### src/rtl/spe_pkg.sv
package spe_pkg;
  typedef enum logic [1:0] {
    ST_IDLE = 2'd0,
    ST_RUN  = 2'd1,
    ST_DONE = 2'd2
  } spe_state_e;
endpackage

### src/rtl/spe_slot_ctr.sv
module spe_slot_ctr #(
  parameter int N_NODES = 8,
  localparam int SLOT_W = $clog2(N_NODES + 1)
) (
  input  logic              clk,
  input  logic              rst_n,
  input  logic              clear_i,
  input  logic              run_i,
  output logic [SLOT_W-1:0] slot_o,
  output logic              last_o
);
  localparam logic [SLOT_W-1:0] LAST = SLOT_W'(N_NODES);

  logic [SLOT_W-1:0] slot_q;

  always_ff @(posedge clk or negedge rst_n) begin
    if (!rst_n)          slot_q <= '0;
    else if (clear_i)    slot_q <= '0;
    else if (run_i)      slot_q <= (slot_q == LAST) ? '0 : slot_q + 1'b1;
  end

  assign slot_o = slot_q;
  assign last_o = (slot_q == LAST);
endmodule

### src/rtl/spe_relax.sv
module spe_relax #(
  parameter int DEG    = 4,
  parameter int IDX_W  = 3,
  parameter int WT_W   = 8,
  parameter int COST_W = 12
) (
  input  logic                  en_i,
  input  logic [IDX_W-1:0]      sender_i,
  input  logic [COST_W-1:0]     rx_cost_i,
  input  logic [COST_W-1:0]     cur_cost_i,
  input  logic [DEG-1:0]        lnk_vld_i,
  input  logic [DEG*IDX_W-1:0]  lnk_src_i,
  input  logic [DEG*WT_W-1:0]   lnk_wt_i,
  output logic                  upd_o,
  output logic [COST_W-1:0]     best_o
);
  localparam int SUM_W = COST_W + 1;
  localparam logic [COST_W-1:0] INF = '1;
  localparam logic [SUM_W-1:0]  INF_W = {1'b0, INF};

  logic [DEG-1:0]    hit;
  logic [COST_W-1:0] cand [DEG];

  for (genvar k = 0; k < DEG; k++) begin : g_ent
    logic [SUM_W-1:0] sum;
    assign sum     = {1'b0, rx_cost_i} + SUM_W'(lnk_wt_i[k*WT_W +: WT_W]);
    assign hit[k]  = lnk_vld_i[k] && (lnk_src_i[k*IDX_W +: IDX_W] == sender_i);
    assign cand[k] = (sum >= INF_W) ? INF : sum[COST_W-1:0];
  end

  always_comb begin
    best_o = INF;
    for (int k = 0; k < DEG; k++) begin
      if (hit[k] && (cand[k] < best_o)) best_o = cand[k];
    end
    upd_o = en_i && (best_o < cur_cost_i);
  end
endmodule

### src/rtl/spe_conv.sv
module spe_conv (
  input  logic clk,
  input  logic rst_n,
  input  logic clear_i,
  input  logic src_init_i,
  input  logic run_i,
  input  logic last_i,
  input  logic flag_i,
  input  logic upd_i,
  output logic chg_prev_o,
  output logic stop_o
);
  logic seen_q, cur_q, prev_q;

  always_ff @(posedge clk or negedge rst_n) begin
    if (!rst_n) begin
      seen_q <= 1'b0;
      cur_q  <= 1'b0;
      prev_q <= 1'b0;
    end else if (clear_i) begin
      seen_q <= 1'b0;
      cur_q  <= 1'b0;
      prev_q <= src_init_i;
    end else if (run_i) begin
      if (last_i) begin
        seen_q <= 1'b0;
        cur_q  <= 1'b0;
        prev_q <= cur_q | upd_i;
      end else begin
        seen_q <= seen_q | flag_i;
        cur_q  <= cur_q | upd_i;
      end
    end
  end

  assign chg_prev_o = prev_q;
  assign stop_o     = run_i && last_i && !(seen_q || flag_i);
endmodule

### src/rtl/spe_node.sv
module spe_node
  import spe_pkg::*;
#(
  parameter int N_NODES = 8,
  parameter int DEG     = 4,
  parameter int WT_W    = 8,
  parameter int COST_W  = 12,
  localparam int IDX_W  = $clog2(N_NODES),
  localparam int SLOT_W = $clog2(N_NODES + 1)
) (
  input  logic                 clk,
  input  logic                 rst_n,
  input  logic                 start_i,
  input  logic [IDX_W-1:0]     src_i,
  input  logic [IDX_W-1:0]     node_i,
  input  logic [DEG-1:0]       lnk_vld_i,
  input  logic [DEG*IDX_W-1:0] lnk_src_i,
  input  logic [DEG*WT_W-1:0]  lnk_wt_i,
  input  logic                 bus_oe_i,
  input  logic [COST_W-1:0]    bus_cost_i,
  input  logic                 bus_chg_i,
  output logic                 bus_oe_o,
  output logic [COST_W-1:0]    bus_cost_o,
  output logic                 bus_chg_o,
  output logic                 bus_fin_o,
  output logic                 busy_o,
  output logic                 done_o,
  output logic [COST_W-1:0]    cost_o,
  output logic [IDX_W-1:0]     pred_o
);
  localparam logic [COST_W-1:0] INF = '1;

  spe_state_e        state_q;
  logic [COST_W-1:0] cost_q;
  logic [IDX_W-1:0]  pred_q;
  logic              is_src_q;
  logic              rx_oe_q, rx_chg_q;
  logic [COST_W-1:0] rx_cost_q;

  logic              run, go, last, upd, stop, chg_prev, rx_live, drive;
  logic [SLOT_W-1:0] slot_q;
  logic [IDX_W-1:0]  sender;
  logic [COST_W-1:0] best;

  assign run     = (state_q == ST_RUN);
  assign go      = start_i && !run;
  assign rx_live = run && (slot_q != '0) && rx_oe_q;
  assign sender  = IDX_W'(slot_q - 1'b1);
  assign drive   = run && (slot_q == SLOT_W'(node_i));

  spe_slot_ctr #(.N_NODES(N_NODES)) u_slot (
    .clk(clk), .rst_n(rst_n), .clear_i(go), .run_i(run),
    .slot_o(slot_q), .last_o(last)
  );

  spe_relax #(.DEG(DEG), .IDX_W(IDX_W), .WT_W(WT_W), .COST_W(COST_W)) u_relax (
    .en_i(rx_live), .sender_i(sender), .rx_cost_i(rx_cost_q), .cur_cost_i(cost_q),
    .lnk_vld_i(lnk_vld_i), .lnk_src_i(lnk_src_i), .lnk_wt_i(lnk_wt_i),
    .upd_o(upd), .best_o(best)
  );

  spe_conv u_conv (
    .clk(clk), .rst_n(rst_n), .clear_i(go), .src_init_i(src_i == node_i),
    .run_i(run), .last_i(last), .flag_i(rx_live && rx_chg_q), .upd_i(upd),
    .chg_prev_o(chg_prev), .stop_o(stop)
  );

  always_ff @(posedge clk or negedge rst_n) begin
    if (!rst_n) begin
      state_q   <= ST_IDLE;
      cost_q    <= INF;
      pred_q    <= '0;
      is_src_q  <= 1'b0;
      rx_oe_q   <= 1'b0;
      rx_chg_q  <= 1'b0;
      rx_cost_q <= '0;
    end else begin
      rx_oe_q   <= bus_oe_i;
      rx_chg_q  <= bus_chg_i;
      rx_cost_q <= bus_cost_i;
      if (go) begin
        state_q  <= ST_RUN;
        is_src_q <= (src_i == node_i);
        cost_q   <= (src_i == node_i) ? '0 : INF;
        pred_q   <= node_i;
      end else if (run) begin
        if (upd) begin
          cost_q <= best;
          pred_q <= sender;
        end
        if (stop) state_q <= ST_DONE;
      end
    end
  end

  assign busy_o     = run;
  assign done_o     = (state_q == ST_DONE);
  assign bus_fin_o  = done_o && is_src_q;
  assign bus_oe_o   = drive || bus_fin_o;
  assign bus_cost_o = drive ? cost_q : '0;
  assign bus_chg_o  = drive && chg_prev;
  assign cost_o     = cost_q;
  assign pred_o     = pred_q;
endmodule

### config.mk
export PLATFORM = sky130hd
export DESIGN_NAME = spe_node
export DESIGN_NICKNAME = d
export VERILOG_FILES = /design/src/rtl/spe_pkg.sv /design/src/rtl/spe_slot_ctr.sv /design/src/rtl/spe_relax.sv /design/src/rtl/spe_conv.sv /design/src/rtl/spe_node.sv
export SDC_FILE = /design/constraint.sdc
export NUM_CORES = 1
export LEC_CHECK = 0
export BUFFER_PORTS_ARGS = -buffer_cell sky130_fd_sc_hd__buf_2
export CAP_MARGIN = 30
export CORE_MARGIN = 2
export CORE_UTILIZATION = 45
export CTS_CLUSTER_SIZE = 40
export DETAILED_ROUTE_END_ITERATION = 10
export GPL_TIMING_DRIVEN = 0
export PLACE_DENSITY = 0.67
export SYNTH_ARGS = -nofsm -noshare
export SYNTH_HDL_FRONTEND = slang
export SYNTH_SLANG_ARGS = --single-unit
### constraint.sdc
create_clock -name clk -period 12.1 [get_ports clk]
set_input_delay 1.815 -clock clk [delete_from_list [all_inputs] [get_ports clk]]
set_output_delay 1.815 -clock clk [all_outputs]
set_load 0.05 [all_outputs]
=== Word level (Yosys, flattened, before mapping) ===
Index checks and enable logic that the tools add are counted.
Widths: inputs -> output; s select.

* $add $sub $neg: 6
* Reduce and logical (&&, ||, !) cells: 30
* Bitwise gates (word level): 2
* $lt $le $gt $ge: 9
* Muxes and demuxes: 31
* Equality and inequality tests: 9

{| class="wikitable"
|+ Operators by type and width
! kind !! count
|-
| $mux 12 || 13
|-
| $add 12x8->13 || 4
|-
| $ge 13x12->1 const B || 4
|-
| $lt 12x12->1 || 4
|-
| $logic_and 1x1->1 || 18
|-
| $eq 3x3->1 || 5
|-
| $lt 12x12->1 const B || 1
|-
| $mux 4 || 3
|-
| $mux 1 || 9
|-
| $mux 3 || 3
|-
| $reduce_bool 2->1 || 4
|-
| $mux 2 || 3
|-
| $reduce_and 2->1 || 3
|-
| $add 4x1->4 const B || 1
|-
| $eq 4x3->1 || 1
|-
| $eq 4x4->1 const B || 1
|-
| $reduce_bool 4->1 || 1
|-
| $sub 3x1->3 const B || 1
|-
| $eq 2x1->1 const B || 1
|-
| $eq 2x2->1 const B || 1
|-
| $logic_not 1->1 || 2
|-
| $logic_or 1x1->1 || 2
|-
| $or 1x1->1 || 2
|}

* Input bits: 71
* Output and inout bits: 32
* Register bits after elaboration: 39

=== Logic depth before layout (Yosys ltp) ===
Gate-level depths: netlist (run 1).

* Depth after elaboration: 21
* Mapped depth: 56
* Mapped depth without buffers: 53

=== Hierarchy ===
From an unflattened synthesis (run 1), not the netlist that was laid out.

* Cells, all modules: 706
* Area, all modules: 5883.1 um^2

{| class="wikitable"
|+ Modules (own cells, without submodules)
! module !! seq. area each (um^2) !! instances !! area an instance (um^2) !! cells an instance
|-
| spe_relax || 0.0 || 1 || 4026.4 || 540
|-
| spe_node || 815.8 || 1 || 1477.7 || 128
|-
| spe_slot_ctr || 100.1 || 1 || 236.5 || 25
|-
| spe_conv || 75.1 || 1 || 142.6 || 13
|}

=== Least setup slack after synthesis (run 1) ===
No wires, ideal clock.

* Path kind: input port to flip-flop
* Start: in lnk_wt_i[0]
* End: reg cost_q[11] (netlist: cost_o[11])
* Data required time: 12040 ps
* Stages: 53
* Arrival time: 11504 ps
* Slack: 536 ps
* Path through: ha_1 > fa_1 > a211oi_1 > o21ai_0 > xor2_1 > nor3b_1 > a31o_2 > or2_2 > inv_1 > ha_1 > o21a_1 > o21a_1 > o21ai_0 > and3_1 > o221a_2 > o22ai_1 > nand2_1 > clkbuf_1 > (+17 left out) > a2111oi_0 > o21ai_0 > nor4_1 > o21ai_0 > a211o_1 > o31ai_4 > buf_6 > mux2i_1 > ha_1 > a21o_1 > a21o_1 > a21oi_1 > o221ai_1 > nor2_1 > a21o_1 > buf_2 > o31a_1 > o21a_1

* Cells in the longest elaborated chain, start to end: 19
* Elaborated cells between the ends (all ways): 22
* Classes of those cells: 1 x add/sub; 6 x order compare; 8 x mux; 7 x reduce/logical

{| class="wikitable"
|+ RTL lines
! element !! RTL line !! text
|-
| start: declaration || spe_node.sv:18 || <nowiki>input logic [DEG*WT_W-1:0] lnk_wt_i,</nowiki>
|-
| $add 12x8->13 * || spe_relax.sv:26 || <nowiki>assign sum = {1'b0, rx_cost_i} + SUM_W'(lnk_wt_i[k*WT_W +: WT_W]);</nowiki>
|-
| $ge 13x12->1 || spe_relax.sv:28 || <nowiki>assign cand[k] = (sum >= INF_W) ? INF : sum[COST_W-1:0];</nowiki>
|-
| $mux 12 * || spe_relax.sv:28 ||
|-
| $lt 12x12->1 || spe_relax.sv:34 || <nowiki>if (hit[k] && (cand[k] < best_o)) best_o = cand[k];</nowiki>
|-
| $logic_and 1x1->1 || spe_relax.sv:34 ||
|-
| $mux 12 * || spe_relax.sv:34 ||
|-
| $lt 12x12->1 || spe_relax.sv:34 ||
|-
| $logic_and 1x1->1 || spe_relax.sv:34 ||
|-
| (+3 left out) || -- ||
|-
| $mux 12 * || spe_relax.sv:34 ||
|-
| $lt 12x12->1 || spe_relax.sv:34 ||
|-
| $logic_and 1x1->1 || spe_relax.sv:34 ||
|-
| $mux 12 * || spe_relax.sv:34 ||
|-
| $lt 12x12->1 || spe_relax.sv:36 || <nowiki>upd_o = en_i && (best_o < cur_cost_i);</nowiki>
|-
| $logic_and 1x1->1 || spe_relax.sv:36 ||
|-
| $reduce_bool 2->1 (no source line) || -- ||
|-
| $reduce_and 2->1 (no source line) || -- ||
|-
| end signal: assignment || spe_node.sv:84 || <nowiki>cost_q <= (src_i == node_i) ? '0 : INF;</nowiki>
|-
| end signal: assignment || spe_node.sv:88 || <nowiki>cost_q <= best;</nowiki>
|-
| end: declaration || spe_node.sv:34 || <nowiki>logic [COST_W-1:0] cost_q;</nowiki>
|}

Mark *: on every way between the ends. The rest lies on a longest branch, timed or not. The select of a mux whose other input is x is not followed.
A chain may end at the register's enable or synchronous reset.

=== Worst setup path after layout (run 1) ===
* Start: in lnk_wt_i[9]
* End: reg cost_q[6] (netlist: cost_o[6])

* Cells in the longest elaborated chain, start to end: 16
* Elaborated cells between the ends (all ways): 19
* Classes of those cells: 1 x add/sub; 5 x order compare; 7 x mux; 6 x reduce/logical

{| class="wikitable"
|+ RTL lines
! element !! RTL line
|-
| $add 12x8->13 * || spe_relax.sv:26
|-
| $ge 13x12->1 || spe_relax.sv:28
|-
| $mux 12 * || spe_relax.sv:28
|-
| $lt 12x12->1 || spe_relax.sv:34
|-
| $logic_and 1x1->1 || spe_relax.sv:34
|-
| $mux 12 * || spe_relax.sv:34
|-
| $lt 12x12->1 || spe_relax.sv:34
|-
| $logic_and 1x1->1 || spe_relax.sv:34
|-
| $mux 12 * || spe_relax.sv:34
|-
| $lt 12x12->1 || spe_relax.sv:34
|-
| $logic_and 1x1->1 || spe_relax.sv:34
|-
| $mux 12 * || spe_relax.sv:34
|-
| $lt 12x12->1 || spe_relax.sv:36
|-
| $logic_and 1x1->1 || spe_relax.sv:36
|-
| $reduce_bool 2->1 (no source line) || --
|-
| $reduce_and 2->1 (no source line) || --
|}

Marked as above.

==> impl_metrics.tcl, run 1 <==
set metrics [dict create \
    netlist_instances 693 \
    cts_buffers 5 \
    synth_edf_count 0 \
    power_density_nw_per_um2 251 \
    synth_top_area_cell "ha_1" \
    critPathKind "in2reg" \
    layout.cells.non_filler 997 \
    rows 40 \
    ys.flop_type "dfrtp_1" \
    grtUsageTotal_pct 27.9 \
    ctsHoldBuffers 0 \
    fmax_ghz 0.0852 \
    final_hold_viol_count 0 \
    syn_to_final_growth_pct 26.5 \
    status "finished clean" \
    drive_above_1_share_pct 28.1 \
    yosysTopAreaCellShare_pct 16.8 \
    routed_wire_length_per_instance_um 19.0 \
    vias 5810 \
    pin_count 103 \
    r2r_start "rx_cost_q[1]" \
    synth_area_per_cell_um2 8.05 \
    die_w_um 115 \
    drtPass1Iterations 5 \
    grt_first_pass_wirelength_um 28800 \
    power_mw 1.77 \
    utilization_pct 58.5 \
    clk_pin_slew_ns 0.06 \
    max_stage_delay_ns 0.50 \
    synth_nets 843 \
    cts_buffer_depth 2 \
    synth_cell_types 77 \
    cts_tree "done" \
    drt_iter0_drc 366 \
    core_area_um2 12100 \
    portBuffers 102 \
    ys_ff_latch 39 \
    nNetsFinal 978 \
    cap_violations 0 \
    netlist_top_cells_area "ha_1 17%, dfrtp_1 12%, dfstp_2 5.7%, xnor2_1 4.2%, a21oi_1 4.2%" \
    start_kind "input pin" \
    layout_worst_path_cycle_share_pct 97.0 \
    cts.htree.levels 2 \
    cts_root_buf "clkbuf_16" \
    finalSetupViolCount 0 \
    worstMarginPinSlew_ns 0.879 \
    yosysWarnings 0 \
    drt_wl_total_um 19000 \
    initial_core_util_pct 46.3 \
    antenna_found_initial 2 \
    gr-total-overflow 0 \
    cp_common_cell "ha_1" \
    crit_fanout 10 \
    crit_arrival_ns 11.95 \
    netlist_area_um2 5580 \
    drc 0 \
    synthArstFlopShare_pct 100 \
    grt_pass1_vias 5744 \
    clock-sinks 39 \
    crit_path_end_kind "flop" \
    fp.dieH_um 115 \
    cpMaxStageDelayCell "or4_4" \
    ys_seq_area_share_pct 17.8 \
    hold_path.class "reg2reg" \
    antennaDiodeCount 0 \
    drv_slew 0 \
    crit_start "lnk_wt_i[9]" \
    vias_per_cell 5.83 \
    dp_hpwl_um 14900 \
    power_leakage_nw 3.44 \
    min_period_ns 11.74 \
    nFillCells 1113 \
    fin_skew_ns 0.00265 \
    dp_cells 963 \
    holdCritStartpoint "u_conv.seen_q" \
    ir_drop_uv 194 \
    slew-limit-headroom_pct 41.4 \
    ant_nets 0 \
    finalHoldWorstSlack_ns 0.489 \
    clk_latency_ns 0.29 \
    die_area_um2 13300 \
    gp_congestion 0.952 \
    crit_required_ns 12.32 \
    grt_max_degree 40 \
]
[synth_stat cells (all sizes together) (15+ instances only)]
cell   instances
nand2         52
inv           53
a21oi         48
o21a          18
a21o          23
nand4         15
nor3          22
nor2          59
o21ai         45
mux2i         18
xnor2         27
xor2          19
ha            75
dfrtp         27
[state kept, by name, indices dropped and copies added, names as in the netlist]
register	cells
u_conv.chg_prev_o	1
rx_chg_q	1
rx_cost_q	12
u_slot.slot_o	4
u_conv.seen_q	1
state_q	2
cost_o	12
is_src_q	1
pred_o	3
u_conv.cur_q	1
rx_oe_q	1
[final timing paths]
kind                       depth (start not counted)          endpoint  slack (ns)
max                                               48         cost_o[6]        0.36
min                                                2     u_conv.seen_q        0.49
max reg2reg                                       47         cost_o[6]        1.26
min reg2reg                                        2     u_conv.seen_q        0.49
max in group asynchronous                          1  u_slot.slot_o[1]        9.90
min in group asynchronous                          1      rx_cost_q[6]        1.65
[kinds of logic after synthesis]
group | count (synthesis) | share of synthesized area, %
DFF | 39 | 17.8
buffers and inverters | 73 | 5.45
muxes | 30 | 5.78
adders and majority gates | 80 | 18.4
and+or+nand+nor | 222 | 19.8
xor gates and xnor gates | 48 | 8.05
AOI/OAI and AO/OA | 201 | 24.8
[routing by layer]
metal | global-route usage [%] | wire [um]
met1 | 35.7 | 8090
met5 | 0 | 12
met4 | 13.3 | 786
met2 | 45.3 | 8730
met3 | 5.11 | 1340
[where the power goes]
group | switching, mW | leakage (nW) | internal, mW
combinational | 0.853 | 2.91 | 0.556
sequential | 0.0284 | 0.444 | 0.178
clock | 0.0527 | 0.0868 | 0.102
[per-stage QoR]
step / setup slack, ns / setup TNS, ns / instance area, um2
2_1_floorplan: 0.536 / 0 / 5580
3_3_place_gp: -1.19 / -17.80 / 6300
3_5_place_dp: -1.27 / -18.80 / 6300
4_1_cts: 0.0464 / 0 / 6700
5_1_grt: -0.0868 / -0.516 / 7060
6_report: 0.364 / 0 / 7060
[final cells by class]
class                           count  area, um2  share of cell area (%)
Buffer                             20        119                    1.68
Clock buffer                        6        139                    1.97
Clock inverter                      2       35.0                   0.496
Inverter                           53        199                    2.82
Multi-Input combinational cell    581       4630                    65.6
Sequential cell                    39        991                    14.0
Tap cell                          168        210                    2.98
Timing Repair Buffer              128        738                    10.5
[cells in the final DEF (no fill, tap or decap), types with 7 or more instances in the layout]
cell type,instances
buf_2,104
ha_1,73
nor2_1,55
inv_1,53
nand2_1,50
a21oi_1,37
o21ai_0,35
dfrtp_1,27
xnor2_1,26
buf_4,24
a21o_1,23
nor3_1,21
xor2_1,19
o21a_1,18
nand4_1,15
nand3_1,12
dfstp_2,12
clkbuf_1,11
nor2b_1,10
a21oi_2,10
nand2b_1,9
and3_1,9
mux2_2,9
o21ai_1,8
and2_1,8
mux2i_1,7
mux2i_4,7
o31a_1,7
[worst max-delay path, delay by kind of cell]
family / cells / cell delay (ns)
adders and majority gates: 5 / 1.49
xor gates and xnor gates: 1 / 0.45
AOI/OAI and AO/OA: 20 / 3.85
muxes: 3 / 0.95
and+or+nand+nor: 11 / 2.29
buffers and inverters: 8 / 1.07
[timing repair]
action | in CTS | in global routing
setup endpoints to repair | 17 | 17
buffers inserted | 14 | 12
resized for setup | 27 | 54
pin swaps | 6 | 13
Power figures use the tool's default switching activity.
==> inputs of run 2 (changes only) <==
clock period = 13.9 ns   (was 12.1 ns; I/O delays follow)
==> impl_metrics.tcl, run 2 (synthesis gave the netlist of run 1 again) <==
set metrics [dict create \
    status "finished clean" \
    cts_root_buf "clkbuf_16" \
    start_kind "input pin" \
    drt_wl_total_um 18000 \
    vias 5704 \
    die_w_um 115 \
    dp_hpwl_um 14900 \
    finalHoldWorstSlack_ns 0.487 \
    drc 0 \
    setup_ws_ns 0.689 \
    power_density_nw_per_um2 207 \
    core_area_um2 12100 \
    cap_violations 0 \
    gp_congestion 0.952 \
    cts_tree "done" \
    grtUsageTotal_pct 27.3 \
    fin_skew_ns 0.00309 \
    clk_latency_ns 0.28 \
    drtPass1Iterations 5 \
    grt_pass1_vias 5584 \
    crit_arrival_ns 13.44 \
    grt_first_pass_wirelength_um 28200 \
    cts_buffer_depth 2 \
    drive_above_1_share_pct 20.5 \
    crit_buf_inv 8 \
    syn_to_final_growth_pct 16.8 \
    fp.dieH_um 115 \
    grt_max_degree 40 \
    cpMaxStageDelayCell "or4_4" \
    drt_iter0_drc 423 \
    ant_nets 0 \
    cts.htree.levels 2 \
    ctsHoldBuffers 0 \
    power_mw 1.35 \
    drv_slew 0 \
    antennaDiodeCount 0 \
    crit_fanout 10 \
    ir_drop_uv 160 \
    gr-total-overflow 0 \
    fmax_ghz 0.0757 \
    worstMarginPinSlew_ns 0.874 \
    crit_required_ns 14.13 \
    place_ws_ns 0.260 \
    initial_core_util_pct 46.3 \
    portBuffers 102 \
    final.setup.tns_ns 0 \
    clk_pin_slew_ns 0.06 \
    r2r_slack_ns 1.93 \
    crit_path_end_kind "flop" \
    critPathKind "in2reg" \
    vias_per_cell 5.86 \
    hold_path.class "reg2reg" \
    antenna_found_initial 2 \
    rows 40 \
    final_common_cell "buf_2" \
    max_stage_delay_ns 0.50 \
    slew-limit-headroom_pct 41.7 \
    finalSetupViolCount 0 \
    path_delay_family "compound AO/OA/AOI/OAI gates" \
    die_area_um2 13300 \
    grt_setup_unrepaired "false" \
    pin_count 103 \
    clock-sinks 39 \
    power_leakage_nw 3.29 \
    layout_worst_path_cycle_share_pct 95.0 \
    min_period_ns 13.21 \
    cts_buffers 5 \
    mostFrequentLayoutCells "105 x buf_2, 75 x ha_1, 58 x nor2_1" \
    nNetsFinal 954 \
    routed_wire_length_per_instance_um 18.5 \
    utilization_pct 54.1 \
    final_hold_viol_count 0 \
]
run 2: changes by cell type in the layout (fill, tap and decap cells not counted), sizes merged:
cell	previous run	this run
buf	137	112
clkbuf	17	18
run 2: repair_timing:
action                                  in CTS  in global routing
endpoints found under the setup margin       0                 17
resized for setup                            0                 10
setup buffers                                0                  2
run 2: worst register-to-register path, delay by kind of cell (launching register included):
kind	cells	cell delay, ns
buf+inv	7	1.22
simple gates	10	1.98
compound gates	29	5.78
fa+ha+maj	5	1.55
xor+xnor	1	0.36
flops	1	0.70
mux	1	0.34
run 2: layout make-up:
type / instances / area, um2
Tap cell: 168 / 210
Timing Repair Buffer: 104 / 526
Clock inverter: 2 / 35.0
Buffer: 20 / 106
Sequential cell: 39 / 991
Clock buffer: 6 / 139
Multi-Input combinational cell: 581 / 4310
Inverter: 53 / 199
Fill cell: 1169 / 5540
run 2: power by group:
| group | internal (mW) | total [mW] | switching, mW |
|---|---|---|---|
| Clock | 0.0892 | 0.135 | 0.0458 |
| Combinational | 0.372 | 1.04 | 0.666 |
| Sequential | 0.155 | 0.180 | 0.0248 |
run 2: stage by stage:
stage	std cells	area [um2]
2_1_floorplan	693	5580
3_3_place_gp	963	6300
3_5_place_dp	963	6300
4_1_cts	971	6470
5_1_grt	973	6520
6_report	973	6520
run 2: per-layer routing:
layer	vias up	share of wire (%)	GRT usage (%)	wire length, um
met3	49	6.6	3.74	1180
li1	2752	-	-	-
met5	-	0.067	0	12
met1	2674	44	36.2	8020
met2	227	45	44.1	8080
met4	2	4.1	12.3	737
run 2: path summary, 6_finish.rpt:
path	endpoint	startpoint	cells after the start
max in group asynchronous	u_slot.slot_o[1]	rst_n	1
worst max register to register	cost_o[6]	rx_cost_q[1]	53
worst max-delay path	cost_o[6]	lnk_wt_i[0]	55
worst min-delay path	u_conv.seen_q	u_conv.seen_q	2
min in group asynchronous	rx_cost_q[6]	rst_n	1
worst min register to register	u_conv.seen_q	u_conv.seen_q	2
